$ cat config.mk
export PLATFORM = sky130hd
export DESIGN_NAME = uart_rx_resync
export DESIGN_NICKNAME = d
export VERILOG_FILES = /design/src/rtl/uart_rx_pkg.sv /design/src/rtl/rx_sync2.sv /design/src/rtl/rx_parity_chk.sv /design/src/rtl/rx_frame_core.sv /design/src/rtl/uart_rx_resync.sv
export SDC_FILE = /design/constraint.sdc
export NUM_CORES = 1
export LEC_CHECK = 0
export ABC_AREA = 1
export BUFFER_PORTS_ARGS = -buffer_cell sky130_fd_sc_hd__buf_4
export CAP_MARGIN = 20
export CORE_AREA = 2 2 97 71
export DETAILED_ROUTE_END_ITERATION = 10
export DIE_AREA = 0 0 99 73
export PLACE_DENSITY = 0.55
export SYNTH_ARGS = -nofsm -noshare
export SYNTH_HDL_FRONTEND = slang
export SYNTH_SLANG_ARGS = --single-unit
$ cat constraint.sdc
create_clock -name clk -period 4.78 [get_ports clk]
set_input_delay 0.478 -clock clk [delete_from_list [all_inputs] [get_ports clk]]
set_output_delay 0.478 -clock clk [all_outputs]
set_load 0.02 [all_outputs]
$ cat src/rtl/uart_rx_pkg.sv
`timescale 1ns/1ps
// Shared definitions for the oversampled serial receiver.
// Assumes a power-of-two oversampling ratio.
package uart_rx_pkg;
    localparam int OSR     = 16;  // ticks per bit
    localparam int MIN_LEN = 5;   // shortest character length

    typedef enum logic [2:0] {
        ST_IDLE,
        ST_START,
        ST_DATA,
        ST_PAR,
        ST_STOP,
        ST_RESYNC,
        ST_BRKWAIT
    } rx_state_e;
endpackage

$ cat src/rtl/rx_sync2.sv
`timescale 1ns/1ps
// Two-flop synchroniser for the asynchronous serial line.
// Assumes the line idles high, so the reset value is 1.
module rx_sync2 (
    input  logic clk,
    input  logic rst_n,
    input  logic d_async,
    output logic d_sync
);
    logic meta_q;
    logic sync_q;

    // Shift the raw line through two flops.
    always_ff @(posedge clk) begin
        if (!rst_n) begin
            meta_q <= 1'b1;
            sync_q <= 1'b1;
        end else begin
            meta_q <= d_async;
            sync_q <= meta_q;
        end
    end

    assign d_sync = sync_q;
endmodule

$ cat src/rtl/rx_parity_chk.sv
`timescale 1ns/1ps
// Parity check over a captured character.
// Assumes unused upper data bits are already 0.
module rx_parity_chk #(
    parameter int DW = 8
) (
    input  logic [DW-1:0] data,
    input  logic          pbit,
    input  logic          odd,
    output logic          perr
);
    // The xor of data and parity must equal the parity sense.
    always_comb perr = (^data) ^ pbit ^ odd;
endmodule

$ cat src/rtl/rx_frame_core.sv
`timescale 1ns/1ps
// Character framing state machine: start confirmation, data and parity
// capture, stop check, framing resynchronisation and break lock.
// Assumes rx is already synchronised and tick is a single-cycle enable.
module rx_frame_core
    import uart_rx_pkg::*;
#(
    parameter int DW  = 8,
    parameter int LW  = 2,
    parameter int REL = 2
) (
    input  logic          clk,
    input  logic          rst_n,
    input  logic          tick,
    input  logic          rx,
    input  logic [LW-1:0] cfg_len,
    input  logic          cfg_par_en,
    input  logic          cfg_par_odd,
    input  logic          perr_calc,
    output logic [DW-1:0] cap_data,
    output logic          cap_pbit,
    output logic          cap_odd,
    output logic          valid_o,
    output logic [DW-1:0] data_o,
    output logic          perr_o,
    output logic          ferr_o,
    output logic          brk_o
);
    localparam int CW  = $clog2(OSR);
    localparam int IW  = $clog2(DW);
    localparam int HW  = $clog2(REL + 1);
    localparam int MID = OSR / 2 - 1;

    rx_state_e     state_q;
    logic [CW-1:0] cnt_q;
    logic [IW-1:0] idx_q;
    logic [DW-1:0] data_q;
    logic          pbit_q;
    logic          zero_q;
    logic [HW-1:0] hi_q;
    logic [LW-1:0] len_q;
    logic          pen_q;
    logic          podd_q;
    logic          valid_q;
    logic [DW-1:0] dout_q;
    logic          perr_q;
    logic          ferr_q;
    logic          brk_q;
    logic [IW-1:0] last_idx;
    logic          bit_end;

    // Index of the final data bit for the captured length.
    always_comb last_idx = IW'(MIN_LEN - 1) + IW'(len_q);
    // Centre of a data, parity or stop bit.
    always_comb bit_end = (cnt_q == CW'(OSR - 1));

    // Framing sequencer and output register.
    always_ff @(posedge clk) begin
        if (!rst_n) begin
            state_q <= ST_IDLE;
            cnt_q   <= '0;
            idx_q   <= '0;
            data_q  <= '0;
            pbit_q  <= 1'b0;
            zero_q  <= 1'b1;
            hi_q    <= '0;
            len_q   <= '0;
            pen_q   <= 1'b0;
            podd_q  <= 1'b0;
            valid_q <= 1'b0;
            dout_q  <= '0;
            perr_q  <= 1'b0;
            ferr_q  <= 1'b0;
            brk_q   <= 1'b0;
        end else begin
            valid_q <= 1'b0;
            if (tick) begin
                unique case (state_q)
                    ST_IDLE: begin
                        if (!rx) begin
                            state_q <= ST_START;
                            cnt_q   <= '0;
                        end
                    end
                    ST_START: begin
                        if (cnt_q == CW'(MID)) begin
                            if (rx) begin
                                state_q <= ST_IDLE;
                            end else begin
                                state_q <= ST_DATA;
                                cnt_q   <= '0;
                                idx_q   <= '0;
                                data_q  <= '0;
                                pbit_q  <= 1'b0;
                                zero_q  <= 1'b1;
                                len_q   <= cfg_len;
                                pen_q   <= cfg_par_en;
                                podd_q  <= cfg_par_odd;
                            end
                        end else begin
                            cnt_q <= cnt_q + CW'(1);
                        end
                    end
                    ST_DATA: begin
                        if (bit_end) begin
                            cnt_q         <= '0;
                            data_q[idx_q] <= rx;
                            if (rx) zero_q <= 1'b0;
                            if (idx_q == last_idx) state_q <= pen_q ? ST_PAR : ST_STOP;
                            else                   idx_q   <= idx_q + IW'(1);
                        end else begin
                            cnt_q <= cnt_q + CW'(1);
                        end
                    end
                    ST_PAR: begin
                        if (bit_end) begin
                            cnt_q   <= '0;
                            pbit_q  <= rx;
                            if (rx) zero_q <= 1'b0;
                            state_q <= ST_STOP;
                        end else begin
                            cnt_q <= cnt_q + CW'(1);
                        end
                    end
                    ST_STOP: begin
                        if (bit_end) begin
                            cnt_q   <= '0;
                            valid_q <= 1'b1;
                            if (rx) begin
                                dout_q  <= data_q;
                                perr_q  <= pen_q & perr_calc;
                                ferr_q  <= 1'b0;
                                brk_q   <= 1'b0;
                                state_q <= ST_IDLE;
                            end else if (zero_q) begin
                                dout_q  <= '0;
                                perr_q  <= 1'b0;
                                ferr_q  <= 1'b0;
                                brk_q   <= 1'b1;
                                hi_q    <= '0;
                                state_q <= ST_BRKWAIT;
                            end else begin
                                dout_q  <= data_q;
                                perr_q  <= pen_q & perr_calc;
                                ferr_q  <= 1'b1;
                                brk_q   <= 1'b0;
                                state_q <= ST_RESYNC;
                            end
                        end else begin
                            cnt_q <= cnt_q + CW'(1);
                        end
                    end
                    ST_RESYNC: begin
                        if (!rx) begin
                            state_q <= ST_DATA;
                            cnt_q   <= CW'(1);
                            idx_q   <= '0;
                            data_q  <= '0;
                            pbit_q  <= 1'b0;
                            zero_q  <= 1'b1;
                            len_q   <= cfg_len;
                            pen_q   <= cfg_par_en;
                            podd_q  <= cfg_par_odd;
                        end else begin
                            state_q <= ST_IDLE;
                        end
                    end
                    ST_BRKWAIT: begin
                        if (rx) begin
                            if (hi_q == HW'(REL - 1)) state_q <= ST_IDLE;
                            else                      hi_q    <= hi_q + HW'(1);
                        end else begin
                            hi_q <= '0;
                        end
                    end
                    default: state_q <= ST_IDLE;
                endcase
            end
        end
    end

    assign cap_data = data_q;
    assign cap_pbit = pbit_q;
    assign cap_odd  = podd_q;
    assign valid_o  = valid_q;
    assign data_o   = dout_q;
    assign perr_o   = perr_q;
    assign ferr_o   = ferr_q;
    assign brk_o    = brk_q;

    // the character strobe never lasts two clocks.
    assert_strobe_single_R3: assert property (@(posedge clk) disable iff (!rst_n)
        valid_q |=> !valid_q);
    // a break character carries zero data.
    assert_break_zero_R8: assert property (@(posedge clk) disable iff (!rst_n)
        (valid_q && brk_q) |-> (dout_q == '0));
    // framing error and break are exclusive.
    assert_ferr_brk_excl_R6: assert property (@(posedge clk) disable iff (!rst_n)
        valid_q |-> !(ferr_q && brk_q));
    // the shortest length leaves the upper data bits clear.
    assert_upper_clear_R4: assert property (@(posedge clk) disable iff (!rst_n)
        (valid_q && len_q == '0) |-> (dout_q[DW-1:MIN_LEN] == '0));
    // while locked after a break, no character is issued.
    assert_break_lock_R9: assert property (@(posedge clk) disable iff (!rst_n)
        (state_q == ST_BRKWAIT) |=> !valid_q);
endmodule

$ cat src/rtl/uart_rx_resync.sv
`timescale 1ns/1ps
// Serial character receiver top: synchroniser, framing core and parity check.
// Assumes sample_tick pulses at 16x the bit rate, one clock wide.
module uart_rx_resync #(
    parameter int DW  = 8,
    parameter int LW  = 2,
    parameter int REL = 2
) (
    input  logic          clk,
    input  logic          rst_n,
    input  logic          sample_tick,
    input  logic          rx_line,
    input  logic [LW-1:0] cfg_len,
    input  logic          cfg_par_en,
    input  logic          cfg_par_odd,
    output logic          rx_valid,
    output logic [DW-1:0] rx_data,
    output logic          rx_perr,
    output logic          rx_ferr,
    output logic          rx_brk
);
    logic          rx_s;
    logic [DW-1:0] cap_data;
    logic          cap_pbit;
    logic          cap_odd;
    logic          perr_calc;

    rx_sync2 u_sync (
        .clk     (clk),
        .rst_n   (rst_n),
        .d_async (rx_line),
        .d_sync  (rx_s)
    );

    rx_parity_chk #(.DW(DW)) u_par (
        .data (cap_data),
        .pbit (cap_pbit),
        .odd  (cap_odd),
        .perr (perr_calc)
    );

    rx_frame_core #(.DW(DW), .LW(LW), .REL(REL)) u_core (
        .clk         (clk),
        .rst_n       (rst_n),
        .tick        (sample_tick),
        .rx          (rx_s),
        .cfg_len     (cfg_len),
        .cfg_par_en  (cfg_par_en),
        .cfg_par_odd (cfg_par_odd),
        .perr_calc   (perr_calc),
        .cap_data    (cap_data),
        .cap_pbit    (cap_pbit),
        .cap_odd     (cap_odd),
        .valid_o     (rx_valid),
        .data_o      (rx_data),
        .perr_o      (rx_perr),
        .ferr_o      (rx_ferr),
        .brk_o       (rx_brk)
    );
endmodule

== After elaboration in Yosys (flattened, before gate mapping) ==
Cells that the tools add are included.

* Output and inout bits: 12
* Flip-flop bits (word level): 40
* Logic and storage cells: 135

* Bitwise logic cells: 3
* Equal/unequal tests: 25
* Order comparisons: 2
* Reduce and logical (&&, ||, !) cells: 21
* Muxes and demuxes: 63
* $add $sub $neg: 4

{| class="wikitable"
|+ Operator list
! cell !! number
|-
| 2-to-1 mux 3 bit || 14
|-
| 2-to-1 mux 8 bit || 5
|-
| case mux 8 bit (3 select lines) || 1
|-
| case mux 3 bit (7 select lines) || 1
|-
| 2-to-1 mux 1 bit || 19
|-
| 2-to-1 mux 2 bit || 9
|-
| != test 2 x 1 -> 1 bit (second input constant) || 9
|-
| 2-to-1 mux 4 bit || 4
|-
| case mux 4 bit (4 select lines) || 1
|-
| AND reduction 3 bit || 4
|-
| != test 2 bit (second input constant) || 5
|-
| AND reduction 5 bit || 2
|-
| == test 3 bit (second input constant) || 3
|-
| case mux 3 bit (3 select lines) || 1
|-
| AND reduction 9 bit || 1
|-
| nonzero test 3 bit || 3
|-
| bitwise mux 8 bit || 1
|-
| case mux 2 bit (2 select lines) || 2
|-
| AND reduction 4 bit || 2
|-
| XOR reduction 8 bit || 1
|-
| == test 3 x 2 -> 1 bit (second input constant) || 2
|-
| case mux 1 bit (3 select lines) || 2
|-
| AND reduction 6 bit || 1
|-
| adder 4 x 1 -> 4 bit (second input constant) || 1
|-
| 21 further kinds || 24
|}

== Longest topological paths before layout ==
Gate-level depths: netlist of run 1.

* Depth in word-level cells: 7
* Depth in mapped cells: 11
* Gate-level depth less buffers: 11

== Cells and area by module ==
Synthesis of run 1 repeated with hierarchy kept, for this count alone.

* Cell total of the unflattened synthesis: 369
* Area, all modules: 2277.2 sq um

{| class="wikitable"
|+ Modules (own cells, without submodules)
! module !! area an instance (sq um) !! cells an instance !! seq. area each (sq um) !! instances
|-
| rx_frame_core || 2029.4 || 319 || 760.7 || 1
|-
| rx_parity_chk || 192.7 || 44 || 0.0 || 1
|-
| rx_sync2 || 55.1 || 6 || 40.0 || 1
|}

== Least setup slack after synthesis of run 1 ==
Ideal clock, no wire load.

* Kind: reg2reg
* Start point: reg u_core.cnt_q[0]
* End point: reg u_core.data_q[3] (netlist: u_core.cap_data[3])
* Stages on the path, launching flop included: 11
* Arrival time: 1.435 ns
* Library setup time: 0.119 ns
* Path buffers: 0
* Slack: 3.225 ns
* Data required time: 4.661 ns
* Cell sequence: dfxtp_1 ha_1 nand2_2 inv_2 nand2_1 nand2_1 o21ai_2 nor2_4 nand2_1 o21ai_0 a21oi_1

* Cells in the longest elaborated chain, start to end: 3
* Elaborated cells on any way between the ends: 5

{| class="wikitable"
|+ RTL lines
! what !! line !! source
|-
| from (decl) || rx_frame_core.sv:35 || <nowiki>logic [CW-1:0] cnt_q;</nowiki>
|-
| from (signal assigned) || rx_frame_core.sv:101 || <nowiki>cnt_q <= cnt_q + CW'(1);</nowiki>
|-
| from (signal assigned) || rx_frame_core.sv:112 || <nowiki>cnt_q <= cnt_q + CW'(1);</nowiki>
|-
| from (signal assigned) || rx_frame_core.sv:122 || <nowiki>cnt_q <= cnt_q + CW'(1);</nowiki>
|-
| == test 4 bit / == test 4 x 3 -> 1 bit (equally long branches) || rx_frame_core.sv:55, rx_frame_core.sv:86 ||
|-
| != test 2 x 1 -> 1 bit (no source line) || - ||
|-
| AND reduction 4 bit (no source line) (*) || - ||
|-
| to (signal, indexed assignment) || rx_frame_core.sv:107 || <nowiki>data_q[idx_q] <= rx;</nowiki>
|-
| to (decl) || rx_frame_core.sv:37 || <nowiki>logic [DW-1:0] data_q;</nowiki>
|}

Every way passes the cells marked *; elsewhere a longest branch is shown, timed or not.
A chain may end at the register's enable or synchronous reset.

== Worst setup path after layout of run 1 ==
* Start point: reg u_core.cnt_q[0]
* End point: reg u_core.dout_q[4] (netlist: u_core.data_o[4])

* Cells in the longest elaborated chain, start to end: 2

{| class="wikitable"
|+ RTL lines
! what !! line !! source
|-
| == test 4 bit || rx_frame_core.sv:55 || <nowiki>always_comb bit_end = (cnt_q == CW'(OSR - 1));</nowiki>
|-
| AND reduction 3 bit (no source line) || - ||
|-
| to (signal assigned) || rx_frame_core.sv:130 || <nowiki>dout_q <= data_q;</nowiki>
|-
| to (signal assigned) || rx_frame_core.sv:143 || <nowiki>dout_q <= data_q;</nowiki>
|-
| to (decl) || rx_frame_core.sv:45 || <nowiki>logic [DW-1:0] dout_q;</nowiki>
|}

No other way between the ends.

==> summary.md, run 1 <==
| Metric | Value |
|---|---|
| Global route total overflow | 0 |
| Post-CTS Repair Setup Buffers | 0 |
| Worst hold path class | in -> reg |
| FF-to-FF path depth | 8 |
| Filler cells | about 670 |
| Total negative slack | 0 ns |
| Maximum clock rate | about 550 MHz |
| Clock power frac | 32.4% |
| DRC | 0 |
| Vias in the first global route | approximately 1800 |
| Crit path time final | 1.82 ns |
| Final setup viols | 0 |
| Synth Cell Area | about 2100 µm² |
| Initial Util | about a third |
| Global Route met1 Usage | 21.1% |
| Post-Layout Cell Count | ~420 |
| First-pass GRT wire length | 8.47 mm |
| #FFs+latches synth | 40 |
| Area Growth Syn to Fin | 15.5% |
| Core area | ~6400 µm² |
| Ys Warns | 0 |
| Reg clk slew, reported paths | about 0.08 ns |
| Avg WL per Cell | around 12 µm |
| Max-cap check violation count | 0 |
| WS Path Type | reg -> reg |
| Iteration count of the initial detailed-routing pass | 5 |
| CTS max path bufs | 2 |
| Dpl cell area | 2360 µm² |
| Clock root buffer | clkbuf_8 |
| Cell area after layout | 2480 µm² |
| Period utilization | a little under two fifths |
| Worst-skew pair later-pin latency | around 0.30 ns |
| CP Depth | 8 |
| HP Start | rx_line |
| Delay-heaviest family, CP | simple AND/OR/NAND/NOR gates |
| Sink Count | 40 |
| Via count | a little under 2000 |
| Slew margin rel. | between 40% and 50% |
| Most frequent CP cell | nand2_1 |
| Slew Limit Fails | 0 |
| P_leak | a little over 1 nW |
| Worst-path cell chain | ha_1, nand2_2, inv_2, nand2_1, nor3_4, clkinv_1, nand2_1, a21oi_1 |
| IO Count | 20 |
| Count of final hold-check violations | 0 |
| Synth cell types | 33 |
| Post-synthesis sequential area ratio | between 30 and 40% |
| Layout cells sized above 1 | ~17% |
| Num rows | 25 |
| # diodes | 0 |
| GRT Total Usage | 14.5% |
| GR Util met3 | 2.97% |
| CTS tree | built |
| Largest net degree at the start of global routing | 24 |
| Status | complete, no violations |
| Cells after synthesis | about 320 |
| Die area | 7230 µm² |
| CTS H-tree depth | 2 |
| Drt via density | roughly 4.7 |
| Worst-Margin Slew | approximately 0.77 ns |
| Seq pwr share | a little over two fifths |
| Crit path max-delay cell type | dfxtp_1 |
| Gate power share | 26.0% |
| Die Wd | a little under 100 µm |
| R2r endpoint | u_core.data_o[4] |
| Hold Buf Count CTS | 0 |
| Reg2reg setup slack | 2.96 ns |
| WP data required | 4.93 ns |
| CTS Buf Count | 5 |
| Most used routing layer | met2 |
| Chip height | about 73 µm |
| Setup crit end kind | flop |
| Critical R2R Launch | u_core.cnt_q[0] |
| Max VDD drop | ~0.13 mV |
| Worst-path maximum fanout | 10 |
| Pwr dens | 361 nW/µm² |
| DP HPWL | ~3.6 mm |
| Syn_area_per_cell | slightly below 7 µm² |
| Most common cell after layout, fill and taps aside | nand2_1 |
| Multi-input combinational cell area | about 1200 µm² |
| RSZ-0062 raised after global routing | false |
| Max incr delay on CP | between 0.3 and 0.4 ns |
| Pint | around 0.58 mW |
| Final Wtd Congestion | between 0.8 and 0.9 |
| ANT nets after route | 0 |
| Buf/Inv on CP | 2 |
| CP arrival | 1.98 ns |
| DR iter-0 viols | 60 |
| Hold path cells | 2 |
| Post-CTS Resized | 0 |
| Register area | 801 µm² |
| Switching pwr | approximately 0.32 mW |
| Post-Place Cells | between 400 and 500 |
| Final wirelength | between 4 and 5 mm |
| Setup Skew | a little under 0.01 ns |
| M2 GR Usage | 21.4% |
| Net Sw Frac | a little over a third |
| Startpoint Class | flop |
| # port buffers | 19 |
| Worst hold endpoint | u_sync.meta_q |
| Syn nets | 328 |
| Nets | between 300 and 400 |
| Antenna violations before repair | 0 |
| Most frequent cells in the layout | 95 x nand2_1, 40 x dfxtp_1, 34 x a21oi_1 |
==> cell families after synthesis <==
| group | synth area share, % |
|---|---|
| AND/OR/NAND/NOR | 34.7 |
| adder cells (fa/ha/maj) | 1.75 |
| flip-flops | 37.4 |
| buffers and inverters | 7.82 |
| XOR/XNOR | 2.04 |
| AO/OA/AOI/OAI | 16.3 |
==> power groups by stage <==
stage	combinational [mW]	clock (mW)	sequential (mW)
after floorplan	0.185	0	0.374
after global placement	0.231	0	0.380
after detailed placement	0.230	0	0.379
after CTS	0.232	0.293	0.372
after global routing	0.263	0.304	0.375
final	0.233	0.289	0.372
==> per-stage QoR <==
stage	hold WS (ns)	power (mW)	util [%]	setup WS, ns
2_1_floorplan	0.393	0.559	-	3.23
3_3_place_gp	0.399	0.610	36.8	3.00
3_5_place_dp	0.405	0.609	36.8	2.96
4_1_cts	0.362	0.897	38.6	2.94
5_1_grt	0.366	0.942	38.6	2.71
6_report	0.366	0.894	38.6	2.96
==> state kept, by name, summed over array words and instances (netlist names), 2 cells and up <==
| signal | count |
|---|---|
| u_core.cap_data | 8 |
| u_core.idx_q | 3 |
| u_core.hi_q | 2 |
| u_core.data_o | 8 |
| u_core.len_q | 2 |
| u_core.state_q | 3 |
| u_core.cnt_q | 4 |
==> synthesized netlist by cell type <==
cell,n,share of area (%)
a21oi_1,34,7.9
a21oi_2,1,0.41
a31oi_1,1,0.29
buf_4,1,0.35
clkbuf_1,5,0.88
clkinv_1,2,0.35
dfxtp_1,40,37
ha_1,3,1.8
inv_1,29,5.1
inv_2,5,0.88
inv_4,1,0.29
nand2_1,95,17
nand2_2,5,1.5
nand2_4,3,1.6
nand2b_1,1,0.29
nand3_1,12,2.8
nand3_2,1,0.47
nand3b_1,2,0.70
nand4_1,1,0.29
nor2_1,27,4.7
nor2_2,2,0.58
nor2_4,4,2.1
nor3_1,2,0.47
nor3_4,1,0.76
nor4_4,1,0.99
o2111ai_1,1,0.41
o211ai_1,1,0.35
o21ai_0,24,5.6
o21ai_1,2,0.47
o21ai_2,2,0.82
or2_2,3,0.88
xnor2_1,2,0.82
xor2_1,3,1.2
==> cell type report <==
cell class,instances,area share (%)
well taps,81,4.09
multi-input cells,234,47.4
repair buffers,19,5.76
clock inverters,3,1.87
flip-flops and latches,40,32.3
inverters,37,5.71
clock buffers,5,2.78
==> layer usage <==
metal	vias to the layer above	share of wire (%)	wire length, µm
met5	-	0	0
met4	0	1.5	71
met3	8	3.2	156
met2	26	40	1930
met1	878	55	2680
li1	1057	-	-
==> worst max-delay path by stage <==
stage | startpoint | end | slack (ns)
finish | u_core.cnt_q[0] | u_core.data_o[4] | 2.96
global route | u_core.cnt_q[0] | u_core.data_o[4] | 2.71
CTS | u_core.cnt_q[0] | u_core.data_o[4] | 2.94
detailed placement | u_core.cnt_q[0] | u_core.data_o[1] | 2.96
global placement | u_core.cnt_q[0] | u_core.data_o[5] | 3.00
floorplan | u_core.cnt_q[0] | u_core.cap_data[3] | 3.23
No activity file was read; power rests on OpenSTA's default activity.
==> run 2: changes to the inputs <==
--- a/config.mk
+++ b/config.mk
@@ -11,7 +11,7 @@
 export CORE_AREA = 2 2 97 71
 export DETAILED_ROUTE_END_ITERATION = 10
 export DIE_AREA = 0 0 99 73
-export PLACE_DENSITY = 0.55
+export PLACE_DENSITY = 0.57
 export SYNTH_ARGS = -nofsm -noshare
 export SYNTH_HDL_FRONTEND = slang
 export SYNTH_SLANG_ARGS = --single-unit
==> constraint.sdc (replaced) <==
create_clock -name clk -period 1.5 [get_ports clk]
set_input_delay 0.15 -clock clk [delete_from_list [all_inputs] [get_ports clk]]
set_output_delay 0.15 -clock clk [all_outputs]
set_load 0.02 [all_outputs]
==> summary.md, run 2 (same netlist as run 1, synthesis figures left out) <==
| Metric | Value |
|---|---|
| P_leak | between 1 and 1.5 nW |
| Crit path time final | ~1.5 ns |
| HP Start | rx_line |
| WS Path Type | reg -> reg |
| Final setup viols | 1 |
| # diodes | 0 |
| Most common cell after layout, fill and taps aside | nand2_1 |
| WP data required | roughly 1.7 ns |
| Startpoint Class | flop |
| Most frequent cells in the layout | 86 x nand2_1, 50 x buf_4, 35 x dfxtp_1 |
| ANT nets after route | 0 |
| Sink Count | 40 |
| GR Util met3 | between 3 and 4% |
| Dpl cell area | 2610 µm² |
| Most used routing layer | met2 |
| Worst-Margin Slew | about 0.34 ns |
| Critical R2R Launch | u_core.cnt_q[0] |
| Critical path origin | u_core.cnt_q[0] |
| M2 GR Usage | around a quarter |
| Drt via density | approximately 4.6 |
| CTS tree | built |
| Layout cells sized above 1 | 33.2% |
| Num rows | 25 |
| Worst-path maximum fanout | 5 |
| Iteration count of the initial detailed-routing pass | 5 |
| Filler cells | between 600 and 700 |
| DP HPWL | around 3.8 mm |
| RSZ-0062 raised after global routing | true |
| DRC | 0 |
| Multi-input combinational cell area | between 1000 and 1500 µm² |
| # port buffers | 19 |
| Global route total overflow | 0 |
| Failing checks | negative setup slack |
| Setup crit end kind | flop |
| First-pass GRT wire length | 8.93 mm |
| CTS H-tree depth | 2 |
| Max-cap check violation count | 0 |
| Setup Skew | 0.00221 ns |
| CP arrival | ~1.7 ns |
| Count of final hold-check violations | 0 |
| Chip height | 73 µm |
| Period utilization | 100% |
| Worst-skew pair later-pin latency | about 0.30 ns |
| CTS Buf Count | 5 |
| Die Wd | 99 µm |
| Status | complete, but fails checks |
| Final worst setup slack | -0.0000618 ns |
| Final wirelength | approximately 5.4 mm |
| Vias in the first global route | around 2000 |
| Final Wtd Congestion | between 0.8 and 0.9 |
| Area Growth Syn to Fin | 36.8% |
| Nets | around 380 |
| Worst hold path class | in -> reg |
| Register area | just over 800 µm² |
| Max VDD drop | approximately 0.43 mV |
| Avg WL per Cell | 11.9 µm |
| Die area | between 7000 and 8000 µm² |
| Global Route met1 Usage | between 20 and 25% |
| Initial Util | 33.4% |
| Largest net degree at the start of global routing | 19 |
| Placement Setup Slack | -0.0879 ns |
| Cell area after layout | approximately 2900 µm² |
| Tot Pwr | 3.26 mW |
| Pwr dens | 1110 nW/µm² |
| Slew Limit Fails | 0 |
| IO Count | 20 |
| Via count | around 2100 |
| Hold path cells | 2 |
| Antenna violations before repair | 0 |
| DR iter-0 viols | 100 |
| CTS max path bufs | 2 |
| Maximum clock rate | between 600 and 700 MHz |
| GRT Total Usage | between 15 and 20% |
| Slew margin rel. | between 70% and 80% |
| Clock root buffer | clkbuf_8 |
| Core area | between 6000 and 7000 µm² |
| FF-to-FF path depth | 10 |
| Reg clk slew, reported paths | 0.08 ns |
| Util after Layout | a little under half |
-- run 2: layout make-up --
| type | count | area share, % |
|---|---|---|
| Clock buffer | 6 | 2.82 |
| Clock inverter | 2 | 1.32 |
| Inverter | 37 | 5.03 |
| Multi-Input combinational cell | 235 | 45.1 |
| Sequential cell | 40 | 27.5 |
| Tap cell | 81 | 3.46 |
| Timing Repair Buffer | 53 | 14.5 |
| Timing Repair inverter | 1 | 0.256 |
-- run 2: metal layers --
| metal | share of wire, % | vias to the layer above |
|---|---|---|
| met5 | 0 | - |
| met4 | 1.5 | 0 |
| met3 | 3.1 | 7 |
| met2 | 40 | 26 |
| met1 | 55 | 957 |
| li1 | - | 1125 |
-- run 2: repair_timing --
item | CTS | global route
resized for setup | 14 | 40
hold buffers | 0 | 0
endpoints found under the setup margin | 27 | 34
pin swaps | 4 | 11
buffers inserted | 0 | 5
gates cloned | 1 | 1
-- run 2: worst max-delay path, cell delays in order, from the launching register on --
cell and delay (ns):
dfxtp_2 0.36, ha_4 0.14, nand2_2 0.06, inv_2 0.10, nand2_4 0.09, nand2_2 0.12, o21ai_4 0.09, nor2_4 0.18
nand2_2 0.08, buf_4 0.13, a21oi_1 0.10
-- run 2: final timing paths --
check                                          end  slack, ns
worst max-delay path            u_core.cap_data[3]   -0.00006
worst min-delay path                 u_sync.meta_q       0.03
worst max register to register  u_core.cap_data[3]   -0.00006
worst min register to register       u_sync.d_sync       0.42
-- run 2: metrics by stage --
stage                       TNS (ns)  hold slack, ns  std cells
after global placement        -0.112           0.336        440
final                     -0.0000618          0.0284        455
after global routing           -1.50          0.0307        455
after floorplan                    0           0.257        317
after detailed placement      -0.786           0.341        440
after CTS                          0          0.0168        449
-- run 2: report_power, final --
group / total [mW] / switching [mW] / internal, mW
clock network: 0.951 / 0.407 / 0.544
registers: 1.17 / 0.0590 / 1.11
logic: 1.14 / 0.683 / 0.457
total: 3.26 / 1.15 / 2.11
==> run 3: changes to the inputs <==
--- a/config.mk
+++ b/config.mk
@@ -8,9 +8,9 @@
 export ABC_AREA = 1
 export BUFFER_PORTS_ARGS = -buffer_cell sky130_fd_sc_hd__buf_4
 export CAP_MARGIN = 20
-export CORE_AREA = 2 2 97 71
+export CORE_AREA = 3 3 98 72
 export DETAILED_ROUTE_END_ITERATION = 10
-export DIE_AREA = 0 0 99 73
+export DIE_AREA = 0 0 101 75
 export PLACE_DENSITY = 0.57
 export SYNTH_ARGS = -nofsm -noshare
 export SYNTH_HDL_FRONTEND = slang
==> summary.md, run 3 (same netlist as run 1, synthesis figures left out) <==
| Metric | Value |
|---|---|
| # diodes | 0 |
| Buf/Inv on CP | 1 |
| Most frequent CP cell | o21ai_1 |
| Period utilization | between 90 and 100% |
| Max-cap check violation count | 0 |
| Seq pwr share | 35.0% |
| Slew Limit Fails | 0 |
| Drt via density | roughly 4.8 |
| Delay-heaviest family, CP | simple AND/OR/NAND/NOR gates |
| Layout cells sized above 1 | between 30% and 40% |
| Via count | 2156 |
| Area Growth Syn to Fin | 38.2% |
| Reg2reg setup slack | approximately 0.00050 ns |
| Vias in the first global route | 1925 |
| Register area | approximately 800 µm² |
| Global route total overflow | 0 |
| DR iter-0 viols | between 60 and 70 |
| Sink Count | 40 |
| Crit path time final | 1.50 ns |
| Final setup viols | 0 |
| Num rows | 24 |
| Avg WL per Cell | between 10 and 15 µm |
| Crit path max-delay cell type | dfxtp_2 |
| Gate power share | 37.4% |
| Max incr delay on CP | between 0.4 and 0.5 ns |
| Final wirelength | around 5.4 mm |
| Final Wtd Congestion | roughly 0.86 |
| RSZ-0062 raised after global routing | true |
| GRT Total Usage | ~15% |
| Multi-input combinational cell area | roughly 1300 µm² |
| Maximum clock rate | approximately 670 MHz |
| Most frequent cells in the layout | 88 x nand2_1, 44 x buf_4, 34 x dfxtp_1 |
| Net Sw Frac | a little over a third |
| WP data required | around 1.7 ns |
| # port buffers | 19 |
| Initial Util | around 35% |
| DP HPWL | about 3.9 mm |
| Die area | ~7600 µm² |
| P_leak | 1.22 nW |
| First-pass GRT wire length | 8.91 mm |
| Setup crit end kind | flop |
| CTS tree | built |
| Max VDD drop | 0.479 mV |
| Nets | between 300 and 400 |
| Iteration count of the initial detailed-routing pass | 4 |
| IO Count | 20 |
| Worst-path maximum fanout | 6 |
| CTS max path bufs | 2 |
| Status | complete, no violations |
| Switching pwr | 1.22 mW |
| Startpoint Class | flop |
| Clock root buffer | clkbuf_8 |
| Hold_ws | 0.0328 ns |
| Total negative slack | 0 ns |
| WS Path Type | reg -> reg |
| Slew margin rel. | 78.1% |
| Pwr dens | 1130 nW/µm² |
| Setup Skew | 0.00702 ns |
| Worst-path cell chain | inv_1, nor2_1, o21ai_1, nor2_2, nand3_4, o21ai_1, a21oi_1 |
| Most common cell after layout, fill and taps aside | nand2_1 |
| CTS H-tree depth | 2 |
| Worst-Margin Slew | ~0.33 ns |
| DRC | 0 |
| CTS Buf Count | 5 |
| Pint | 2.14 mW |
| Die Wd | ~100 µm |
| Filler cells | ~640 |
| Reg clk slew, reported paths | approximately 0.090 ns |
| ANT nets after route | 0 |
| Worst hold path class | in -> reg |
| Clock power frac | around 28% |
| Count of final hold-check violations | 0 |
| Util after Layout | about 48% |
| Largest net degree at the start of global routing | 19 |
| Chip height | around 75 µm |
| Antenna violations before repair | 0 |
| Worst-skew pair later-pin latency | approximately 0.30 ns |
| CP arrival | around 1.7 ns |
| Core area | about 6200 µm² |
[run 3: cell count changes in the layout (fill, tap and decap cells not counted), sizes merged]
cell,delta
buf,-2
clkbuf,-1
clkinvlp,-1
inv,+1
[run 3: cell type report]
| cell class | count | area share, % |
|---|---|---|
| timing repair buffer | 51 | 14.7 |
| clock inverter | 3 | 1.56 |
| multi-input combinational | 235 | 45.4 |
| tap | 78 | 3.30 |
| clock buffer | 5 | 2.32 |
| inverter | 37 | 5.37 |
| sequential | 40 | 27.4 |
[run 3: per-layer routing]
layer / vias up / GRT usage, % / wire, µm
met3: 7 / 3.24 / 213
met2: 51 / 21.7 / 2300
met4: 0 / 4.42 / 56
li1: 1127 / - / -
met5: - / 0 / 0
met1: 971 / 22.0 / 2850
[run 3: timing repair]
item | CTS | global route
hold buffers | 0 | 0
setup buffers | 2 | 5
gates resized for setup | 20 | 50
cloned | 1 | 0
pin swaps | 4 | 11
hold endpoints to repair | 0 | 0
setup endpoints to repair | 27 | 32
[run 3: metrics by stage]
step | cell area [µm²] | setup WS, ns | cells | total power [mW]
after floorplan | 2150 | 0.0234 | 317 | 1.78
after global placement | 2570 | -0.0476 | 433 | 2.10
after detailed placement | 2570 | -0.116 | 433 | 2.10
after CTS | 2760 | -0.00203 | 444 | 3.12
after global routing | 2960 | -0.111 | 449 | 3.54
final | 2960 | 0.000503 | 449 | 3.36
[run 3: path summary, 6_finish.rpt]
| kind | startpoint | endpoint | depth (start not counted) |
|---|---|---|---|
| setup / recovery | u_core.cnt_q[3] | u_core.state_q[2] | 7 |
| hold / removal | rx_line | u_sync.meta_q | 2 |
| setup reg to reg | u_core.cnt_q[3] | u_core.state_q[2] | 7 |
| hold reg to reg | u_sync.meta_q | u_sync.d_sync | 1 |
[run 3: power by group through the flow]
stage | clock network [mW] | registers (mW) | logic, mW
after floorplan | 0 | 1.19 | 0.590
after global placement | 0 | 1.18 | 0.921
after detailed placement | 0 | 1.18 | 0.924
after CTS | 0.947 | 1.16 | 1.01
after global routing | 0.982 | 1.18 | 1.37
final | 0.928 | 1.18 | 1.26
